$ cat config.mk
export PLATFORM = sky130hd
export DESIGN_NAME = dco_freq_lock
export DESIGN_NICKNAME = d
export VERILOG_FILES = /design/src/rtl/dco_lock_pkg.sv /design/src/rtl/ref_edge_sync.sv /design/src/rtl/period_meter.sv /design/src/rtl/tune_stepper.sv /design/src/rtl/dco_freq_lock.sv
export SDC_FILE = /design/constraint.sdc
export NUM_CORES = 1
export LEC_CHECK = 0
export ABC_AREA = 1
export BUFFER_PORTS_ARGS = -buffer_cell sky130_fd_sc_hd__buf_2
export CAP_MARGIN = 10
export CORE_MARGIN = 1
export CORE_UTILIZATION = 60
export DETAILED_ROUTE_END_ITERATION = 7
export PLACE_DENSITY = 0.81
export SETUP_SLACK_MARGIN = 0.4
export SLEW_MARGIN = 20
export SYNTH_ARGS = -nofsm -noshare
export SYNTH_HDL_FRONTEND = slang
export SYNTH_SLANG_ARGS = --single-unit
export TNS_END_PERCENT = 10
$ cat constraint.sdc
create_clock -name clk -period 8.4 [get_ports clk]
set_input_delay 1.68 -clock clk [delete_from_list [all_inputs] [get_ports clk]]
set_output_delay 1.68 -clock clk [all_outputs]
set_load 0.01 [all_outputs]
$ cat src/rtl/dco_lock_pkg.sv
package dco_lock_pkg;

    // Direction chosen by the comparison of measured count and target
    typedef enum logic [1:0] {
        DIR_HOLD = 2'd0,
        DIR_UP   = 2'd1,
        DIR_DOWN = 2'd2
    } step_dir_e;

endpackage

$ cat src/rtl/ref_edge_sync.sv
module ref_edge_sync #(
    parameter int STAGES = 2
) (
    input  logic clk,
    input  logic rst,
    input  logic async_in,
    output logic rise
);
    // STAGES synchronizer flops plus one history flop for edge detection
    localparam int DEPTH = STAGES + 1;

    logic [DEPTH-1:0] pipe_d, pipe_q;

    always_comb begin
        pipe_d = {pipe_q[DEPTH-2:0], async_in};
    end

    always_ff @(posedge clk) begin
        if (rst) pipe_q <= '0;
        else     pipe_q <= pipe_d;
    end

    assign rise = pipe_q[DEPTH-2] & ~pipe_q[DEPTH-1];
endmodule

$ cat src/rtl/period_meter.sv
module period_meter #(
    parameter int CNT_W = 16
) (
    input  logic             clk,
    input  logic             rst,
    input  logic             clear,
    input  logic             run,
    input  logic             capture,
    output logic [CNT_W-1:0] period
);
    typedef struct packed {
        logic [CNT_W-1:0] cnt;
        logic [CNT_W-1:0] prev;
    } meter_t;

    meter_t cur_q, nxt_d;

    always_comb begin
        nxt_d = cur_q;
        if (clear) begin
            nxt_d.cnt  = '0;
            nxt_d.prev = '0;
        end else if (run) begin
            nxt_d.cnt = cur_q.cnt + 1'b1;
            if (capture) nxt_d.prev = cur_q.cnt;
        end
    end

    always_ff @(posedge clk) begin
        if (rst) cur_q <= '0;
        else     cur_q <= nxt_d;
    end

    // Modular difference between the live counter and the last capture
    assign period = cur_q.cnt - cur_q.prev;
endmodule

$ cat src/rtl/tune_stepper.sv
module tune_stepper
    import dco_lock_pkg::*;
#(
    parameter int CNT_W   = 16,
    parameter int FINE_W  = 8,
    parameter int RANGE_W = 3
) (
    input  logic [CNT_W-1:0]   period,
    input  logic [CNT_W-1:0]   target,
    input  logic [FINE_W-1:0]  fine_cur,
    input  logic [RANGE_W-1:0] range_cur,
    output logic [FINE_W-1:0]  fine_nxt,
    output logic [RANGE_W-1:0] range_nxt,
    output logic               finish
);
    localparam logic [FINE_W-1:0]  FINE_TOP  = {FINE_W{1'b1}};
    localparam logic [RANGE_W-1:0] RANGE_TOP = {RANGE_W{1'b1}};
    localparam logic [FINE_W-1:0]  FINE_ONE  = {{(FINE_W-1){1'b0}}, 1'b1};

    step_dir_e dir;

    always_comb begin
        if (period == target)     dir = DIR_HOLD;
        else if (period < target) dir = DIR_UP;
        else                      dir = DIR_DOWN;
    end

    always_comb begin
        fine_nxt  = fine_cur;
        range_nxt = range_cur;
        finish    = 1'b0;
        unique case (dir)
            DIR_HOLD: finish = 1'b1;
            DIR_UP: begin
                fine_nxt = fine_cur + 1'b1;
                if (fine_cur == FINE_TOP) begin
                    if (range_cur == RANGE_TOP) finish = 1'b1;
                    else range_nxt = range_cur + 1'b1;
                end
            end
            DIR_DOWN: begin
                fine_nxt = fine_cur - 1'b1;
                if (fine_cur == FINE_ONE) begin
                    if (range_cur == '0) finish = 1'b1;
                    else range_nxt = range_cur - 1'b1;
                end
            end
            default: finish = 1'b0;
        endcase
    end
endmodule

$ cat src/rtl/dco_freq_lock.sv
module dco_freq_lock #(
    parameter int CNT_W       = 16,
    parameter int FINE_W      = 8,
    parameter int RANGE_W     = 3,
    parameter int SYNC_STAGES = 2,
    parameter int FINE_RST    = 96,
    parameter int RANGE_RST   = 4
) (
    input  logic                       clk,
    input  logic                       rst,
    input  logic                       start,
    input  logic                       ref_in,
    input  logic [CNT_W-1:0]           target_count,
    output logic [RANGE_W+FINE_W-1:0]  tune_word,
    output logic                       busy,
    output logic                       done
);
    localparam logic [FINE_W-1:0]  FINE_INIT  = FINE_W'(FINE_RST);
    localparam logic [RANGE_W-1:0] RANGE_INIT = RANGE_W'(RANGE_RST);

    typedef struct packed {
        logic               busy;
        logic               done;
        logic [RANGE_W-1:0] range;
        logic [FINE_W-1:0]  fine;
    } ctl_t;

    ctl_t cur_q, nxt_d;

    logic               ref_rise;
    logic [CNT_W-1:0]   period;
    logic [FINE_W-1:0]  fine_step;
    logic [RANGE_W-1:0] range_step;
    logic               step_finish;

    ref_edge_sync #(.STAGES(SYNC_STAGES)) u_sync (
        .clk      (clk),
        .rst      (rst),
        .async_in (ref_in),
        .rise     (ref_rise)
    );

    period_meter #(.CNT_W(CNT_W)) u_meter (
        .clk     (clk),
        .rst     (rst),
        .clear   (start),
        .run     (cur_q.busy),
        .capture (cur_q.busy & ref_rise),
        .period  (period)
    );

    tune_stepper #(.CNT_W(CNT_W), .FINE_W(FINE_W), .RANGE_W(RANGE_W)) u_step (
        .period    (period),
        .target    (target_count),
        .fine_cur  (cur_q.fine),
        .range_cur (cur_q.range),
        .fine_nxt  (fine_step),
        .range_nxt (range_step),
        .finish    (step_finish)
    );

    always_comb begin
        nxt_d = cur_q;
        if (start) begin
            nxt_d.busy = 1'b1;
            nxt_d.done = 1'b0;
        end else if (cur_q.busy && ref_rise) begin
            nxt_d.fine  = fine_step;
            nxt_d.range = range_step;
            if (step_finish) begin
                nxt_d.busy = 1'b0;
                nxt_d.done = 1'b1;
            end
        end
    end

    always_ff @(posedge clk) begin
        if (rst) begin
            cur_q.busy  <= 1'b0;
            cur_q.done  <= 1'b0;
            cur_q.range <= RANGE_INIT;
            cur_q.fine  <= FINE_INIT;
        end else begin
            cur_q <= nxt_d;
        end
    end

    assign tune_word = {cur_q.range, cur_q.fine};
    assign busy      = cur_q.busy;
    assign done      = cur_q.done;
endmodule

==> results of run 1 <==
critical path: stages (launching register included):
cell	delay [ns]
dfxtp_1	0.39
inv_1	0.07
ha_1	0.20
fa_1	0.40
nand3b_1	0.18
nand2_1	0.13
a31oi_1	0.12
o21ai_0	0.26
a21oi_1	0.13
xor2_1	0.16
ha_1	0.28
nand2_1	0.07
inv_1	0.05
nand2_1	0.06
a21oi_1	0.06
nor2_1	0.25
nand2_2	0.17
nand2_4	0.15
inv_4	0.07
fa_1	0.38
inv_1	0.07
nand2_1	0.05
nand2_1	0.08
nand2_1	0.06
nand2_1	0.07
nand3_1	0.06
per-layer routing:
metal	vias up	track usage	wire length, um
li1	1663	-	-
met1	1428	0.302	3340
met2	53	0.459	3450
met3	8	0.0353	238
met4	0	0.0736	92
met5	-	0	0
metrics by stage:
step	setup slack (ns)	util	hold slack, ns	instances	power, mW
after detailed placement	4.30	0.663	0.410	589	0.307
final	4.30	0.680	0.416	597	0.441
after CTS	4.28	0.680	0.423	597	0.446
after floorplan	4.78	-	0.388	494	0.288
after global placement	4.47	0.663	0.390	589	0.304
after global routing	4.01	0.680	0.428	597	0.463
registers in the layout, indices dropped and copies added (netlist names):
name / cells
busy: 1
done: 1
tune_word: 11
u_meter.cur_q: 32
u_sync.pipe_q: 3
cell families (layout without fill, tap and decap cells):
| kind of cell | after synthesis | after routing |
|---|---|---|
| AO/OA/AOI/OAI | 101 | 101 |
| AND/OR/NAND/NOR | 182 | 182 |
| flip-flops | 48 | 48 |
| buffers and inverters | 97 | 128 |
| XOR/XNOR | 29 | 29 |
| adder cells (fa/ha/maj) | 37 | 37 |
layout make-up:
class / count / area (um2) / share of cell area
clock buffers: 8 / 90.1 / 0.0241
multi-input cells: 349 / 2110 / 0.563
repair buffers: 32 / 160 / 0.0428
flip-flops and latches: 48 / 961 / 0.257
inverters: 88 / 334 / 0.0892
well taps: 72 / 90.1 / 0.0241
cells in the mapped netlist (all sizes together):
cell,instances
a21o,1
xor2,21
dfxtp,48
nand3,25
o21ai,39
nand2,91
a21boi,1
a21oi,55
clkbuf,6
buf,3
clkinv,1
o211ai,2
nand4,10
nor3,12
nor2,40
nand3b,2
fa,2
nor4,2
xnor2,8
ha,35
a31oi,1
o31ai,1
inv,87
o2111ai,1
worst max path at each step:
| stage | start | to | slack [ns] | cells past startpoint |
|---|---|---|---|---|
| 2_1_floorplan | u_meter.cur_q[16] | tune_word[10] | 4.78 | 24 |
| 3_3_place_gp | u_meter.cur_q[16] | tune_word[10] | 4.47 | 25 |
| 3_5_place_dp | u_meter.cur_q[16] | tune_word[10] | 4.30 | 25 |
| 4_1_cts | u_meter.cur_q[16] | tune_word[10] | 4.28 | 25 |
| 5_1_grt | u_meter.cur_q[16] | tune_word[10] | 4.01 | 25 |
| 6_report | u_meter.cur_q[16] | tune_word[10] | 4.30 | 25 |
layout by cell type (no fill, tap or decap), types with 9 or more instances in the layout:
cell type and instances:
nand2_1 86, inv_1 85, dfxtp_1 48, nor3_1 11
nand3_1 24, ha_1 35, nand4_1 9, o21ai_0 33
nor2_1 33, a21oi_1 55, xor2_1 21, buf_2 32
power by group through the flow:
stage	logic, mW	registers [mW]	clock network (mW)
2_1_floorplan	0.0511	0.237	0
4_1_cts	0.0700	0.232	0.144
3_5_place_dp	0.0696	0.238	0
5_1_grt	0.0796	0.233	0.151
3_3_place_gp	0.0669	0.237	0
6_report	0.0695	0.232	0.139
==> summary.md, run 1 <==
| Metric | Value |
|---|---|
| Fmax | `244 MHz` |
| TritonCTS buffer count | `5` |
| Synth Area in Simple Gates | `0.247` |
| Buffers on Ports | `32` |
| Worst EP arrival | `4.29 ns` |
| Drt wl/cell | `11.9 um` |
| Total number of vias | `3152` |
| Routability cong. | `0.928` |
| Synthesized-area fraction occupied by adder cells | `0.139` |
| IO Count | `33` |
| Setup total negative slack | `0 ns` |
| Worst-margin pin slew | `0.963 ns` |
| Std cell rows | `27` |
| Largest net degree at the start of global routing | `29` |
| Synth warn | `0` |
| Die Wd | `77.7 um` |
| Fill cells | `492` |
| Pwr Density | `118 nW/um2` |
| Hold crit path type | `flip-flop to flip-flop` |
| Startpoint types | `flip-flop` |
| CTS Sinks | `48` |
| Vias in the first global route | `2927` |
| Comb pwr share | `0.158` |
| Initial antenna violation count | `0` |
| Hold Crit Start | `u_sync.pipe_q[0]` |
| Sequential area share after synthesis | `0.279` |
| Number of H-tree levels | `2` |
| Routed Antenna Nets | `0` |
| Hold EP | `u_sync.pipe_q[1]` |
| DR pass1 iterations | `4` |
| Worst Reg2Reg Path Length in Cells | `25` |
| Crit path time final | `4.10 ns` |
| Final period utilization | `0.488` |
| Reg clk slew, reported paths | `0.08 ns` |
| Post-CTS Setup Bufs | `0` |
| Max Root-Sink Buffers | `2` |
| Switch Pwr | `0.117 mW` |
| Die H | `77.7 um` |
| Initial Utilization | `0.624` |
| Fin. max-slew vios | `0` |
| Layout area overhead | `8.88%` |
| Count of unique library cells instantiated by Yosys | `34` |
| Clk network pwr share | `0.316` |
| Setup-failing EPs final | `0` |
| Total Routing Usage GR | `0.251` |
| Post-Syn Nets | `551` |
| Status | `finished, final reports clean` |
| Remaining DRCs | `0` |
| CTS Hold Buffers Added | `0` |
| Layout net count | `581` |
| First-pass GRT wire length | `12.3 mm` |
| CTS tree | `yes` |
| Synth area leader | `dfxtp_1` |
| Worst relative slew slack | `0.357` |
| Cts repair resizes | `0` |
| Beginning of the worst register-to-register path | `u_meter.cur_q[16]` |
| Part of the power in registers | `0.527` |
| MaxCap Viol Count | `0` |
| RSZ-0062 raised after global routing | `no` |
| Cell area after synthesis | `3440 um2` |
| Layout cells sized above 1 | `0.107` |
| Proportion of synthesized area in mux cells | `0` |
| Clock Skews | `0.00385 ns` |
| Full die area | `6040 um2` |
| Gr ovfl total | `0` |
| R2r endpoint | `tune_word[10]` |
| Iteration-0 DRC Markers | `85` |
| Core ar. | `5510 um2` |
| CP required | `8.59 ns` |
| Top cells by area, synth | `dfxtp_1 28%, ha_1 13%, nand2_1 9.4%, inv_1 9.3%, a21oi_1 8.0%` |
| Drt total wl | `7.12 mm` |
| Internal power | `0.323 mW` |
| Switching Fraction | `0.266` |
| Root buffer cell | `clkbuf_8` |
| Worst Path Max Fanout | `9` |
| Worst Setup End Kind | `flip-flop` |
| #FFs+latches synth | `48` |
| Reg2Reg Setup Slack | `4.30 ns` |
| Yosys top cell area share | `0.279` |
| VDD IR-drop max | `0.0699 mV` |
| Final Hold Vio Count | `0` |
| Synth Area in Compound Gates | `0.152` |
| Via density | `5.28` |
| Post-synthesis area per instance | `6.96 um2` |
| Inserted Diodes | `0` |
| Latest clock arrival within the worst-skew pair | `0.30 ns` |
| Final Instance Area | `3740 um2` |
| Synth Instances | `494` |
| Synth Area in XOR/XNOR | `0.0739` |
| Post-DP HPWL | `5.60 mm` |
| Leakage | `1.82 nW` |
| Post-DP Area | `3650 um2` |
| Worst hold stages | `2` |
| Combinational family with the most area after synthesis | `simple AND/OR/NAND/NOR gates` |
| Crit path kind | `flip-flop to flip-flop` |
Power figures use the tool's default switching activity.
==> run 2, diff against run 1 <==
==> constraint.sdc (replaced) <==
create_clock -name clk -period 4.1 [get_ports clk]
set_input_delay 0.82 -clock clk [delete_from_list [all_inputs] [get_ports clk]]
set_output_delay 0.82 -clock clk [all_outputs]
set_load 0.01 [all_outputs]
==> summary.md, run 2 (synthesis results as in run 1) <==
| Metric | Value |
|---|---|
| Max Root-Sink Buffers | `2 (unchanged)` |
| Largest net degree at the start of global routing | `28 (-3.4%)` |
| CTS tree | `yes` |
| Layout area overhead | `15.4%` |
| Final cell count without fillers | `614 (+2.8%)` |
| Most frequent cells in the layout | `84 x inv_1, 84 x nand2_1, 53 x a21oi_1` |
| Routed Antenna Nets | `0 (unchanged)` |
| Latest clock arrival within the worst-skew pair | `0.30 ns (about the same)` |
| Largest reg by FF count | `u_meter.cur_q` |
| TritonCTS buffer count | `5 (unchanged)` |
| Crit path time final | `3.55 ns (-0.548 ns)` |
| IO Count | `33 (unchanged)` |
| Worst Path Max Fanout | `7 (-2)` |
| Initial Utilization | `0.624 (unchanged)` |
| Post-DP HPWL | `5.64 mm (+0.72%)` |
| Met2 usage | `0.440 (-0.0195)` |
| Buffers on Ports | `32 (unchanged)` |
| Die H | `77.7 um (unchanged)` |
| CP required | `4.29 ns (-4.30 ns)` |
| Total Routing Usage GR | `0.251 (about the same)` |
| Clock Skews | `0.00969 ns (+0.00584 ns)` |
| Final period utilization | `0.867 (+0.379)` |
| Max FFs per register | `32 (unchanged)` |
| Worst EP arrival | `3.74 ns (-0.55 ns)` |
| Met1 Use GR | `0.325 (+0.0231)` |
| Reg clk slew, reported paths | `0.09 ns (about the same)` |
| DR pass1 iterations | `5 (+1)` |
| Std cell rows | `27 (unchanged)` |
| Setup-failing EPs final | `0 (unchanged)` |
| Worst-margin pin slew | `0.685 ns (-0.279 ns)` |
| VDD IR-drop max | `0.215 mV (+210%)` |
| Worst relative slew slack | `0.542 (+0.185)` |
| Startpoint types | `flip-flop` |
| Number of H-tree levels | `2 (unchanged)` |
| Worst Setup End Kind | `flip-flop` |
| Total number of vias | `3271 (+3.8%)` |
| Full die area | `6040 um2 (unchanged)` |
| Setup total negative slack | `0 ns (unchanged)` |
| CTS Sinks | `48 (unchanged)` |
| Die Wd | `77.7 um (unchanged)` |
| Leakage | `1.91 nW (+5.1%)` |
| RSZ-0062 raised after global routing | `no` |
| Fin. max-slew vios | `0 (unchanged)` |
| Layout cells sized above 1 | `0.170 (+0.0631)` |
| Routability cong. | `0.929 (+0.18%)` |
| Hold crit path type | `flip-flop to flip-flop` |
| Status | `finished, final reports clean` |
| First-pass GRT wire length | `12.4 mm (+0.95%)` |
| Fill cells | `444 (-9.8%)` |
| CTS Hold Buffers Added | `0 (unchanged)` |
| Remaining DRCs | `0 (unchanged)` |
| Fmax | `281 MHz (+15%)` |
| Core ar. | `5510 um2 (unchanged)` |
| GRT busiest layer | `met2` |
| Drt total wl | `7.57 mm (+6.2%)` |
| Gr ovfl total | `0 (unchanged)` |
| Inserted Diodes | `0 (unchanged)` |
| Vias in the first global route | `2853 (-2.5%)` |
| Pwr Density | `234 nW/um2 (+99%)` |
| Final Hold Vio Count | `0 (unchanged)` |
| Via density | `5.33 (+0.90%)` |
| Crit path kind | `flip-flop to flip-flop` |
| Layout net count | `598 (+2.9%)` |
| Placed cells | `592 (+0.51%)` |
| MaxCap Viol Count | `0 (unchanged)` |
| Iteration-0 DRC Markers | `163 (+92%)` |
| Root buffer cell | `clkbuf_8` |
| Met3 GRT Util | `0.0365 (+0.00118)` |
| Initial antenna violation count | `0 (unchanged)` |
| Drt wl/cell | `12.3 um (+3.3%)` |
## run 2: final cells by class
cell class | count | area [um2] | share of cell area
inverters | 88 | 338 | 0.0851
clock buffers | 8 | 90.1 | 0.0227
multi-input cells | 349 | 2180 | 0.551
repair buffers | 49 | 300 | 0.0757
flip-flops and latches | 48 | 965 | 0.243
well taps | 72 | 90.1 | 0.0227
## run 2: path summary, 6_finish.rpt
kind | startpoint | endpoint | slack (ns) | cells past startpoint
worst min-delay path | u_sync.pipe_q[0] | u_sync.pipe_q[1] | 0.42 | 2
worst max-delay path | u_meter.cur_q[16] | tune_word[1] | 0.55 | 22
worst min register to register | u_sync.pipe_q[0] | u_sync.pipe_q[1] | 0.42 | 2
worst max register to register | u_meter.cur_q[16] | tune_word[1] | 0.55 | 22
## run 2: critical path, cell delays in order (launching register included)
cell and delay, ns:
dfxtp_2 0.33, inv_1 0.05, ha_2 0.18, fa_2 0.39, nand3b_1 0.18, nand2_2 0.11
a31oi_4 0.10, o21ai_2 0.16, buf_4 0.13, buf_4 0.09, buf_4 0.10, xor2_1 0.15
ha_1 0.25, nand3_1 0.09, nor2_2 0.06, nand3_2 0.12, buf_4 0.17, nand2_1 0.09
nor2_4 0.18, buf_12 0.14, clkinvlp_4 0.12, o21ai_0 0.20, inv_1 0.05
## run 2: report_power, final
| group | internal [mW] | switching [mW] | total [mW] |
|---|---|---|---|
| sequential | 0.471 | 0.00463 | 0.475 |
| clock | 0.138 | 0.150 | 0.288 |
| combinational | 0.0707 | 0.0959 | 0.167 |
| total | 0.679 | 0.251 | 0.930 |
## run 2: stage by stage
step | worst slack [ns] | cell area (um2) | hold slack (ns) | utilization | power [mW]
2_1_floorplan | 0.483 | 3440 | 0.388 | - | 0.591
3_3_place_gp | 0.218 | 3670 | 0.389 | 0.667 | 0.624
3_5_place_dp | 0.0606 | 3670 | 0.405 | 0.667 | 0.628
4_1_cts | 0.434 | 3810 | 0.417 | 0.692 | 0.923
5_1_grt | 0.325 | 3970 | 0.444 | 0.721 | 0.974
6_report | 0.546 | 3970 | 0.415 | 0.721 | 0.930
## run 2: timing repair
item | in CTS | in global routing
endpoints found under the setup margin | 3 | 9
setup buffers | 6 | 8
endpoints found under the hold margin | 0 | 0
pin swaps | 5 | 9
resized for setup | 3 | 22
## run 2: routing by layer
metal  up-vias  part of all wire  wire (um)
li1       1697                 -          -
met1      1470              0.47       3580
met2        92              0.48       3620
met3        12             0.041        307
met4         0            0.0075         57
met5         -                 0          0
==> run 3, diff against run 2 <==
==> constraint.sdc (replaced) <==
create_clock -name clk -period 4.1 [get_ports clk]
set_input_delay 0.41 -clock clk [delete_from_list [all_inputs] [get_ports clk]]
set_output_delay 0.41 -clock clk [all_outputs]
set_load 0.01 [all_outputs]
==> summary.md, run 3 (synthesis results as in run 1) <==
| Metric | Value |
|---|---|
| Leakage | `1.91 nW (about the same)` |
| Remaining DRCs | `0 (unchanged)` |
| Switch Pwr | `0.254 mW (+1.3%)` |
| Layout net count | `595 (-0.50%)` |
| Switching Fraction | `0.261 (-0.00894)` |
| CP required | `4.30 ns (about the same)` |
| Layout area overhead | `15.3% (about the same)` |
| Routed Antenna Nets | `0 (unchanged)` |
| Fin. max-slew vios | `0 (unchanged)` |
| Full die area | `6040 um2 (unchanged)` |
| Std cell rows | `27 (unchanged)` |
| Final period utilization | `0.847 (-0.0200)` |
| Pwr Density | `246 nW/um2 (+4.8%)` |
| Drt total wl | `7.33 mm (-3.1%)` |
| Core ar. | `5510 um2 (unchanged)` |
| Status | `finished, final reports clean` |
| Crit path kind | `flip-flop to flip-flop` |
| Worst Path Max Fanout | `8 (+1)` |
| Die H | `77.7 um (unchanged)` |
| CTS tree | `yes` |
| Part of the power in registers | `0.488 (-0.023)` |
| Gr ovfl total | `0 (unchanged)` |
| Largest net degree at the start of global routing | `29 (+3.6%)` |
| Area of the multi-input gates | `2190 um2 (+0.23%)` |
| VDD IR-drop max | `0.168 mV (-22%)` |
| Total Routing Usage GR | `0.244 (-0.00714)` |
| Overall Power | `0.974 mW (+4.7%)` |
| DR pass1 iterations | `4 (-1)` |
| Layout cells sized above 1 | `0.163 (-0.00648)` |
| Worst Setup End Kind | `flip-flop` |
| Worst-margin pin slew | `0.567 ns (-0.118 ns)` |
| Internal power | `0.720 mW (+6.0%)` |
| Initial antenna violation count | `0 (unchanged)` |
| Via density | `5.24 (-1.7%)` |
| Fill cells | `464 (+4.5%)` |
| TritonCTS buffer count | `5 (unchanged)` |
| Worst EP arrival | `3.67 ns (-0.07 ns)` |
| RSZ-0062 raised after global routing | `no` |
| Total number of vias | `3200 (-2.2%)` |
| Reg clk slew, reported paths | `0.09 ns (about the same)` |
| Largest reg by FF count | `u_meter.cur_q` |
| CTS Sinks | `48 (unchanged)` |
| CTS Hold Buffers Added | `0 (unchanged)` |
| Sequential cell area | `965 um2 (unchanged)` |
| Iteration-0 DRC Markers | `113 (-31%)` |
| Clock Skews | `0.00688 ns (-0.00282 ns)` |
| Latest clock arrival within the worst-skew pair | `0.30 ns (about the same)` |
| Fmax | `288 MHz (+2.4%)` |
| Drt wl/cell | `12.0 um (-2.6%)` |
| Comb pwr share | `0.166 (-0.013)` |
| Worst relative slew slack | `0.621 (+0.0794)` |
| First-pass GRT wire length | `12.0 mm (-3.5%)` |
| Initial Utilization | `0.624 (unchanged)` |
| Post-DP HPWL | `5.30 mm (-6.1%)` |
| Clk network pwr share | `0.346 (+0.036)` |
| Final Hold Vio Count | `0 (unchanged)` |
| Routability cong. | `0.937 (+0.81%)` |
| Max Root-Sink Buffers | `2 (unchanged)` |
| Most frequent cells in the layout | `85 x inv_1, 85 x nand2_1, 51 x a21oi_1` |
| Buffers on Ports | `32 (unchanged)` |
| Root buffer cell | `clkbuf_8` |
| Reg2Reg Setup Slack | `0.63 ns (+0.08 ns)` |
| Die Wd | `77.7 um (unchanged)` |
| IO Count | `33 (unchanged)` |
| MaxCap Viol Count | `0 (unchanged)` |
| Setup total negative slack | `0 ns (unchanged)` |
| Inserted Diodes | `0 (unchanged)` |
| Setup-failing EPs final | `0 (unchanged)` |
| Vias in the first global route | `2867 (+0.49%)` |
| Hold crit path type | `input pin to flip-flop` |
| Crit path time final | `3.47 ns (-0.0820 ns)` |
| Max FFs per register | `32 (unchanged)` |
| Number of H-tree levels | `2 (unchanged)` |
| Startpoint types | `flip-flop` |
-- run 3: cell type report --
type,count,share of cell area
clock buffer,6,0.0183
clock inverter,2,0.00884
inverter,88,0.0843
multi-input combinational,349,0.552
sequential,48,0.243
tap,72,0.0227
timing repair buffer,46,0.0701
-- run 3: worst max-delay path, stage by stage, from the launching register on --
cell and delay (ns):
dfxtp_1 0.47, ha_1 0.36, a21oi_1 0.28, nand2_1 0.10, nand3_1 0.09, o2111ai_1 0.19, nand2_1 0.11, nand2_1 0.06
xor2_1 0.14, ha_1 0.28, nand4_1 0.13, nor2_2 0.17, nand2_1 0.14, nand2_2 0.12, nand2_4 0.06, inv_4 0.08
fa_2 0.43, nor2_1 0.11, nor2_1 0.05
-- run 3: power by group through the flow --
stage	clock (mW)	combinational, mW	sequential, mW
finish	0.337	0.162	0.475
global route	0.364	0.184	0.476
CTS	0.345	0.154	0.476
detailed placement	0	0.143	0.487
global placement	0	0.138	0.486
floorplan	0	0.105	0.486
-- run 3: worst paths after layout --
path	startpoint	end	cells past startpoint
setup / recovery	u_meter.cur_q[23]	tune_word[9]	18
hold / removal	ref_in	u_sync.pipe_q[0]	3
setup reg to reg	u_meter.cur_q[23]	tune_word[9]	18
hold reg to reg	u_sync.pipe_q[0]	u_sync.pipe_q[1]	2
-- run 3: repair_timing --
item,4_1_cts,5_1_grt
pin swaps,4,9
resized for setup,3,19
setup endpoints to repair,3,8
setup buffers,5,6
-- run 3: stage by stage --
stage | util | worst slack, ns | instance area [um2] | std cells | hold WS [ns]
after floorplan | - | 0.483 | 3440 | 494 | 0.388
after global placement | 0.668 | 0.203 | 3680 | 592 | 0.389
after detailed placement | 0.668 | 0.0857 | 3680 | 592 | 0.401
after CTS | 0.695 | 0.426 | 3820 | 605 | 0.303
after global routing | 0.720 | 0.360 | 3960 | 611 | 0.322
final | 0.720 | 0.628 | 3960 | 611 | 0.306
-- run 3: routing by layer --
| metal | part of all wire | track usage | routed length (um) | vias to the layer above |
|---|---|---|---|---|
| met1 | 0.47 | 0.306 | 3460 | 1412 |
| met2 | 0.47 | 0.428 | 3460 | 79 |
| met5 | 0 | 0 | 0 | - |
| met3 | 0.040 | 0.0376 | 295 | 11 |
| met4 | 0.015 | 0.0717 | 111 | 0 |
| li1 | - | - | - | 1698 |
